<file path="src/rtl/ind_reg_port.sv">
module ind_reg_port #(
  parameter int DW      = 8,
  parameter int AW      = 6,
  parameter int RST_REG = 0,
  parameter int RST_BIT = 0
) (
  input  logic          clk,
  input  logic          rst_n,
  input  logic          sel,
  input  logic          wr,
  input  logic [DW-1:0] wdata,
  output logic [DW-1:0] rdata,
  output logic          in_reset
);
  localparam int DEPTH = 1 << AW;

  logic [DW-1:0] mem [DEPTH];
  logic [AW-1:0] ptr;
  logic          data_phase;

  assign in_reset = mem[RST_REG][RST_BIT];

  wire rd_acc  = sel && !wr;
  wire hold_wr = sel && wr && in_reset;
  wire ptr_wr  = sel && wr && !in_reset && !data_phase;
  wire dat_wr  = sel && wr && !in_reset && data_phase;
  wire arm     = dat_wr && (ptr == AW'(RST_REG)) && wdata[RST_BIT];

  always_ff @(posedge clk or negedge rst_n) begin
    if (!rst_n) begin
      for (int i = 0; i < DEPTH; i++) mem[i] <= '0;
      ptr        <= '0;
      data_phase <= 1'b0;
    end else if (arm) begin
      for (int i = 0; i < DEPTH; i++) mem[i] <= '0;
      mem[RST_REG][RST_BIT] <= 1'b1;
      ptr        <= '0;
      data_phase <= 1'b0;
    end else if (hold_wr) begin
      mem[RST_REG][RST_BIT] <= wdata[RST_BIT];
      data_phase <= 1'b0;
    end else if (ptr_wr) begin
      ptr        <= wdata[AW-1:0];
      data_phase <= 1'b1;
    end else if (dat_wr) begin
      mem[ptr]   <= wdata;
      data_phase <= 1'b0;
    end else if (rd_acc) begin
      data_phase <= 1'b0;
    end
  end

  always_ff @(posedge clk or negedge rst_n) begin
    if (!rst_n)
      rdata <= '0;
    else if (rd_acc)
      rdata <= (data_phase && !in_reset) ? mem[ptr] : '0;
  end
endmodule


</file>
<file path="config.mk">
export PLATFORM = sky130hd
export DESIGN_NAME = ind_reg_port
export DESIGN_NICKNAME = d
export VERILOG_FILES = /design/src/rtl/ind_reg_port.sv
export SDC_FILE = /design/constraint.sdc
export NUM_CORES = 1
export LEC_CHECK = 0
export CAP_MARGIN = 20
export CORE_MARGIN = 3
export CORE_UTILIZATION = 46
export DETAILED_ROUTE_END_ITERATION = 10
export DONT_BUFFER_PORTS = 1
export PLACE_DENSITY_LB_ADDON = 0.05
export SETUP_SLACK_MARGIN = 0.1
export SLEW_MARGIN = 25
export SYNTH_ARGS = -nofsm -noshare
export SYNTH_HDL_FRONTEND = slang
export SYNTH_SLANG_ARGS = --single-unit
export TNS_END_PERCENT = 100
</file>
<file path="constraint.sdc">
create_clock -name clk -period 5.1 [get_ports clk]
set_clock_uncertainty 0.1 [all_clocks]
set_input_delay 0.255 -clock clk [delete_from_list [all_inputs] [get_ports clk]]
set_output_delay 0.255 -clock clk [all_outputs]
set_load 0.02 [all_outputs]
</file>
---- Yosys cells after proc, flatten, opt, wreduce, memory -nomap -nowiden ----
Index checks and enable logic that the tools add are counted.
storage, ports and cells
  register bits after elaboration ......... 527
  input port bits ......................... 12
  output and inout bits ................... 9
operators by class
  magnitude comparators ................... 2
  eq/ne operators ......................... 3
  multiplexer cells ....................... 21
  bitwise gates (word level) .............. 1
  reductions and logical operators ........ 21
operators with widths
  operator                                                   number
  2-to-1 mux 512 bit                                         3
  bitwise mux 512 bit                                        1
  2-to-1 mux 504 bit                                         1
  binary-select mux 8 bit (select 6 bit)                     1
  demux 8 bit (select 6 bit)                                 1
  2-to-1 mux 8 bit                                           4
  2-to-1 mux 6 bit                                           3
  logical AND 1 bit                                          10
  greater-or-equal comparator 7 bit (second input constant)  1
  < comparator 7 x 1 -> 1 bit (second input constant)        1
  2-to-1 mux 7 bit                                           1
  NOT 6 -> 7 bit                                             1
  logical NOT 6 bit                                          1
  2-to-1 mux 1 bit                                           6
  nonzero test 5 bit                                         1
  != test 2 x 1 -> 1 bit (second input constant)             2
  AND reduction 2 bit                                        2
  nonzero test 2 bit                                         2
  logical NOT 1 bit                                          3
  != test 3 x 2 -> 1 bit (second input constant)             1
  AND reduction 3 bit                                        1
  nonzero test 3 bit                                         1

---- Longest topological paths before layout ----
Gate-level depths: netlist (run 1).
  word-level depth ........................ 10
  depth in mapped cells ................... 10
  mapped depth without buffers ............ 6

---- Worst setup path before layout (run 1) ----
OpenSTA, ideal clock, no wires.
  kind .................................... flip-flop to flip-flop
  start point ............................. reg ptr[1]
  end point ............................... reg rdata[6]
  setup time .............................. 128 ps
  data arrival time ....................... 1,770 ps
  path slack .............................. 3,102 ps
  cell stages (with the launch flop) ...... 10
  period minus slack after synthesis ...... 1,998 ps
  path through ............................ dfrtp_1 buf_4 and2_1 buf_6 buf_2 a221o_1 a21oi_1 o22ai_1 nor4_1 o21ai_1
between the ends
  cells in the longest elaborated chain, start to end .. 5
ends and longest elaborated chain
  element                                               line  RTL
  start, declared                                       18    logic [AW-1:0] ptr;
  start signal, assigned                                43    ptr <= wdata[AW-1:0];
  NOT 6 -> 7 bit (not written as such)                  57    rdata <= (data_phase && !in_reset) ? mem[ptr] : '0;
  binary-select mux 8 bit (select 6 bit)                57
  2-to-1 mux 8 bit (not written as such) (2 in series)  57
  2-to-1 mux 8 bit                                      57
  end signal, assigned                                  57
  end, declared                                         12    output logic [DW-1:0] rdata,
Every way passes these cells. The select of a mux whose other input is x is not followed.
A chain may end at the register's enable or synchronous reset.

---- Final worst setup path (run 1) ----
  start point ............................. reg ptr[2]
  end point ............................... reg mem[358] in the netlist's numbering
between the ends
  cells in the longest elaborated chain, start to end .. 10
ends and longest elaborated chain
  element                                                                                                 line  RTL
  NOT 6 -> 7 bit (not written as such)                                                                    46    mem[ptr] <= wdata;
  greater-or-equal comparator 7 bit (not written as such) or < comparator 7 x 1 -> 1 bit (tied branches)  46
  logical AND 1 bit (not written as such)                                                                 46
  2-to-1 mux 8 bit (not written as such)                                                                  46
  demux 8 bit (select 6 bit)                                                                              46
  bitwise mux 512 bit                                                                                     46
  2-to-1 mux 512 bit                                                                                      45    end else if (dat_wr) begin
  2-to-1 mux 512 bit                                                                                      42    end else if (ptr_wr) begin
  2-to-1 mux 504 bit                                                                                      39    end else if (hold_wr) begin
  2-to-1 mux 512 bit                                                                                      34    end else if (arm) begin
  end signal, assigned by index                                                                           40    mem[RST_REG][RST_BIT] <= wdata[RST_BIT];
  end signal, assigned by index                                                                           46
  end, declared                                                                                           17    logic [DW-1:0] mem [DEPTH];
Parallel ways exist; a longest one is shown, timed or not. The select of a mux whose other input is x is not followed.

==> run_results.csv, run 1 <==
group,metric,value,unit
power,p_total,11.7,mW
synthesis,synth-edff-count,0,
routing,drt_iter0_markers,2153,
floorplanning,die_w,243,um
routing,viasPerCell,6.33,
global_routing,grt_pass1_vias,21600,
placement,dp.cells,3345,
synthesis,syn_nets,2814,
clock_tree,numClockSinks,527,
layout,utilization,0.514,
floorplanning,design.portCount,21,
worst_setup_path,reg2reg_depth,8,
sta,fmax,0.253,GHz
layout,fin_nets,2695,
clock_tree,cts-root-buf,"clkbuf_16",
floorplanning,std_cell_rows,86,
worst_setup_path,path_cells,"buf_4 > nor2_1 > nand2_2 > buf_4 > nor2_2 > nand2_1 > dlygate4sd3_1 > a21oi_1",
placement,place_congestion,0.858,
sta,setup_slack,1140,ps
sta,slew_headroom,-0.0880,
worst_setup_path,cp.depth,8,
synthesis,syn_area,0.0258,sq mm
placement,place_ws,1340,ps
worst_setup_path,ff2ff_setup_slack,1140,ps
routing,first_pass_iters,6,
routing,finalWirelength,91400,um
synthesis,syn_inst,2802,
clock_tree,post_cts.repair.setup_buffers,0,
floorplanning,fp.dieH,243,um
power,ir_drop,0.250,mV
layout,final_common_cell,"nand2_1",
floorplanning,initial_core_util,0.467,
status,status,"finished with violations",
synthesis,ys_types,50,
worst_hold_path,hp-class,"primary input to asynchronous set/reset pin",
layout,syn_to_final_growth,10.2,%
synthesis,async_reset_ff_frac,1.00,
global_routing,overflow,0,
layout,final_cell_mix,"nand2_1 (607), dfrtp_1 (525), a21oi_1 (375)",
worst_setup_path,crit_buf_inv,3,
global_routing,grt_usage,0.306,
sta,slew_violations,132,
sta,min_period_over_period,0.776,
worst_setup_path,start_kind,"register",
worst_setup_path,arrival,4350,ps
power,leakage,11.8,nW
sta,finalHoldViolations,527,
sta,worstMarginPinSlew,1630,ps
routing,ant_nets,0,
routing,avgRoutedWirePerCell,26.3,um
worst_setup_path,crit_required,5500,ps
power,powerDensity,412,mW/mm^2
worst_setup_path,crit_path_start,"ptr[2]$_DFFE_PN0P_",
synthesis,synth_seq_cells,527,
sta,whs,-768,ps
synthesis,syn_avg_cell_area,9.21,sq um
worst_setup_path,cp-end-kind,"register",
worst_setup_path,rr_endpoint,"mem[358]$_DFFE_PN0P_",
routing,vias,22000,
floorplanning,coreArea,0.0553,sq mm
clock_tree,cts-resized-gates,0,
job,drv_cap,0,
global_routing,grt_max_degree,528,
synthesis,yosysSeqAreaShare,0.511,
sta,setup_viol,0,
sta,rsz0062_at_grt,"no",
layout,final_cells,3478,
sta,tns,0,ps
clock_tree,ctsHoldBuffers,25,
clock_tree,cts_tree,"built",
worst_setup_path,path_max_fanout,60,
placement,port_buffers,0,
sta,fin_crit,3960,ps
worst_setup_path,slowest_delay,850,ps
clock_tree,clockBufferDepth,3,
synthesis,yosysWarnings,0,
placement,dp_hpwl,52500,um
layout,antenna-diode-count,0,
worst_setup_path,crit_type,"register to register",
worst_setup_path,critPathCapture,"mem[358]$_DFFE_PN0P_",
synthesis,ys.flop_type,"dfrtp_1",
layout,fill_cells,5131,
worst_setup_path,r2r_start,"ptr[2]$_DFFE_PN0P_",
global_routing,antenna_found_initial,1,
status,violations,"negative hold slack, max-slew violations",
worst_setup_path,cpMostUsedCell,"buf_4",
global_routing,grt_pass1_wl,139000,um
clock_tree,clkTransAtPathRegs,60,ps
layout,drive_gt1_frac,0.0872,
routing,drc,0,
worst_setup_path,critPathTopFamily,"buffers and inverters",
worst_setup_path,cp_slowest_cell,"buf_4",
clock_tree,cts_max_level,2,
clock_tree,cts_buffers,59,
clock_tree,clk_latency,620,ps
floorplanning,dieArea,0.0590,sq mm
[worst min path at each step]
stage,from,endpoint,slack (ps),cells after the start
2_1_floorplan,rst_n,data_phase$_DFFE_PN0P_,-140,0
3_3_place_gp,rst_n,mem[213]$_DFFE_PN0P_,-110,0
3_5_place_dp,rst_n,mem[210]$_DFFE_PN0P_,-110,0
4_1_cts,rst_n,mem[245]$_DFFE_PN0P_,-790,0
5_1_grt,rst_n,mem[202]$_DFFE_PN0P_,-790,0
6_report,rst_n,mem[209]$_DFFE_PN0P_,-770,0
[synthesized netlist by cell type (2+ instances only)]
cell       instances  share of area
o22ai_1           59          0.014
o21ai_0          167          0.032
nor2b_1            2        0.00048
a22o_1            89          0.030
a21oi_1          375          0.073
nor3_4             3         0.0019
buf_6             17         0.0074
o22a_1            17         0.0058
nand3_2            4         0.0016
buf_4             18         0.0052
o31ai_1           22         0.0064
a221o_1           26          0.010
nand2b_1           7         0.0017
nand2_1          609          0.089
o2111ai_1          7         0.0024
dfrtp_1          527           0.51
nor2_4             6         0.0026
mux2i_1          142          0.055
a21o_1             4         0.0012
nor2_2            19         0.0046
mux2_2             5         0.0022
clkbuf_1         112          0.016
nand3_1          119          0.023
a221oi_1          60          0.020
or2_2              3        0.00073
buf_2            101          0.020
o21a_1            16         0.0047
o41ai_1            3         0.0010
nand3b_1           2        0.00058
inv_1             44         0.0064
nand2_2           17         0.0041
and2_1             3        0.00073
or2_1              2        0.00048
or3b_2             2        0.00068
and3_1             3        0.00073
nor3_1             6         0.0012
nor2_1            71          0.010
o21ai_1           48         0.0093
nor4bb_1           7         0.0027
nor3_2             2        0.00078
o32ai_1           42          0.014
buf_1              6        0.00087
[per-stage QoR]
stage	area, sq um	hold WS [ps]
2_1_floorplan	25800	-141
3_3_place_gp	26000	-111
3_5_place_dp	26000	-111
4_1_cts	28400	-789
5_1_grt	28400	-793
6_report	28400	-768
[flip-flops by register name, summed over array words and instances, names as in the netlist]
register and flops:
ptr 6, data_phase 1, mem 511, rdata 8, in_reset 1
[cells by family (layout without fill, tap and decap cells)]
logic type / Yosys count / count (layout) / synth area share
DFF: 527 / 527 / 0.511
AOI/OAI and AO/OA: 935 / 935 / 0.225
buffers and inverters: 298 / 226 / 0.0558
and+or+nand+nor: 895 / 895 / 0.151
muxes: 147 / 147 / 0.0573
[area by class of cell]
type,instances,area [sq um],area share
clock buffer,88,1800,0.0632
clock inverter,20,309,0.0109
inverter,44,165,0.00581
multi-input combinational,1977,11200,0.395
sequential,527,13200,0.464
tap,748,936,0.0329
timing repair buffer,74,813,0.0286
[power by group]
part	switching (mW)	internal [mW]
combinational	1.49	0.698
sequential	0.321	4.59
clock	1.80	2.82
[per-layer routing]
metal	routed length, um	global-route usage
met1	39400	0.429
met2	41000	0.469
met3	7110	0.0592
met4	3790	0.124
met5	0	0
(Power assumes the default switching activity.)
==> inputs of run 2 (changes only) <==
==> constraint.sdc (replaced) <==
create_clock -name clk -period 3.9 [get_ports clk]
set_clock_uncertainty 0.1 [all_clocks]
set_input_delay 0.195 -clock clk [delete_from_list [all_inputs] [get_ports clk]]
set_output_delay 0.195 -clock clk [all_outputs]
set_load 0.02 [all_outputs]
==> run 2 against run 1 <==
Effect of this change:
- the flow still finishes with violations (negative hold slack, max-slew violations)
- hold slack lost 62 ps
- die area is the same
- design area grew 0.74%
- clock power grew 29%
- maximum frequency grew 5.2%
- sequential power grew 31%
- global-route usage grew 0.16 points
- sequential share of layout area shrank 0.34 points
- combinational power grew 32%
- first-iteration DRC count grew 24%
- critical endpoint is now rdata[5]$_DFFE_PN0P_
- largest cell class unchanged
- largest power group unchanged
==> run_results.csv, run 2 (synthesis gave the netlist of run 1 again) <==
group,metric,value,unit
clock_tree,ctsHoldBuffers,26,
routing,drc,0,
layout,largestRegisters,"mem (511), rdata (8), ptr (6)",
routing,drt_iter0_markers,2659,
global_routing,grt.busiest_layer,"met2",
routing,viasPerCell,6.32,
power,leakage,11.9,nW
layout,fin_nets,2721,
sta,fmax,0.266,GHz
routing,ant_nets,0,
power,ir_drop,0.366,mV
sta,slew_violations,267,
sta,tns,0,ps
power,p_total,15.3,mW
layout,drive_gt1_frac,0.0932,
global_routing,use_met3,0.0526,
global_routing,grt_pass1_vias,21500,
floorplanning,die_w,243,um
floorplanning,fp.dieH,243,um
clock_tree,cts_max_level,2,
clock_tree,clockBufferDepth,3,
sta,min_period_over_period,0.965,
status,status,"finished with violations",
layout,regMostFlops,"mem",
layout,largest_register_ffs,511,
layout,antenna-diode-count,0,
sta,slew_headroom,-0.510,
placement,port_buffers,0,
sta,setup_viol,0,
floorplanning,std_cell_rows,86,
clock_tree,clk_latency,630,ps
job,drv_cap,0,
layout,utilization,0.518,
global_routing,grt_max_degree,528,
worst_setup_path,cp-end-kind,"register",
worst_setup_path,arrival,4150,ps
worst_hold_path,hp-class,"primary input to asynchronous set/reset pin",
worst_setup_path,crit_required,4290,ps
sta,worstMarginPinSlew,2260,ps
routing,vias,22200,
clock_tree,numClockSinks,527,
global_routing,use_met1,0.445,
layout,final_common_cell,"nand2_1",
layout,final_cell_mix,"nand2_1 (608), dfrtp_1 (525), a21oi_1 (375)",
placement,place_congestion,0.888,
worst_setup_path,start_kind,"register",
sta,fin_crit,3760,ps
clock_tree,cts_buffers,58,
global_routing,overflow,0,
routing,finalWirelength,92300,um
routing,avgRoutedWirePerCell,26.3,um
clock_tree,clkTransAtPathRegs,60,ps
global_routing,grtUsageMet2,0.468,
sta,finalHoldViolations,527,
layout,syn_to_final_growth,11.0,%
worst_setup_path,crit_type,"register to register",
sta,whs,-830,ps
status,violations,"negative hold slack, max-slew violations",
layout,fill_cells,5112,
floorplanning,coreArea,0.0553,sq mm
clock_tree,cts_tree,"built",
routing,first_pass_iters,6,
clock_tree,cts-root-buf,"clkbuf_16",
power,powerDensity,534,mW/mm^2
placement,dp_hpwl,54900,um
floorplanning,design.portCount,21,
floorplanning,initial_core_util,0.467,
sta,rsz0062_at_grt,"no",
global_routing,grt_usage,0.308,
global_routing,grt_pass1_wl,140000,um
worst_setup_path,path_max_fanout,31,
global_routing,antenna_found_initial,1,
floorplanning,dieArea,0.0590,sq mm
==> run 2: cell types whose count changed in the layout (fill, tap and decap cells not counted), sizes merged <==
cell	delta
clkinv	-1
buf	+26
dlygate4sd3	+1
clkbuf	+3
clkinvlp	-2
==> run 2: what timing repair did <==
item,4_1_cts,5_1_grt
setup endpoints to repair,0,3
gates resized for setup,0,3
hold endpoints to repair,1025,527
buffers inserted,0,0
==> run 2: path summary, 6_finish.rpt <==
check	from	to	slack (ps)	cells after the start
worst min register to register	mem[510]$_DFFE_PN0P_	mem[510]$_DFFE_PN0P_	400	2
min in group clk	wr	rdata[6]$_DFFE_PN0P_	70	2
worst max-delay path	ptr[1]$_DFFE_PN0P_	rdata[5]$_DFFE_PN0P_	140	7
max in group asynchronous	rst_n	mem[43]$_DFFE_PN0P_	2730	0
worst max register to register	ptr[1]$_DFFE_PN0P_	rdata[5]$_DFFE_PN0P_	140	7
worst min-delay path	rst_n	mem[242]$_DFFE_PN0P_	-830	0
==> run 2: stage by stage <==
stage,setup slack [ps],cell area (sq um),cells
6_report,138,28700,3505
4_1_cts,241,28600,3505
3_5_place_dp,233,26200,3371
3_3_place_gp,213,26200,3371
2_1_floorplan,1900,25800,2802
5_1_grt,120,28700,3505
==> run 2: power by group <==
part           total (mW)  switching (mW)  leakage [nW]  internal, mW
Clock                5.96            2.33          1.02          3.64
Sequential           6.44           0.439          7.29          6.00
Combinational        2.89            1.92          3.60         0.970
==> run 2: cell type report <==
cell class                      count  area, sq um  share of cell area
Sequential cell                   527        13200               0.460
Multi-Input combinational cell   1977        11200               0.392
Clock buffer                       91         1780              0.0620
Timing Repair Buffer              101         1060              0.0368
Tap cell                          748          936              0.0327
Clock inverter                     17          293              0.0102
Inverter                           44          165             0.00576
==> run 2: critical path, stage by stage, from the launching register on <==
cell and delay, ps:
dfrtp_2 720, nand2b_2 840, buf_12 250, o22ai_1 160, o31ai_1 550, o2111ai_1 470
nor4bb_1 420, o21ai_1 90
==> run 2: routing by layer <==
layer  vias up  wire (um)  part of all wire
li1       9801          -                 -
met1     11200      40300              0.44
met2      1001      41400              0.45
met3       196       7310             0.079
met4         2       3270             0.035
met5         -          9          0.000098
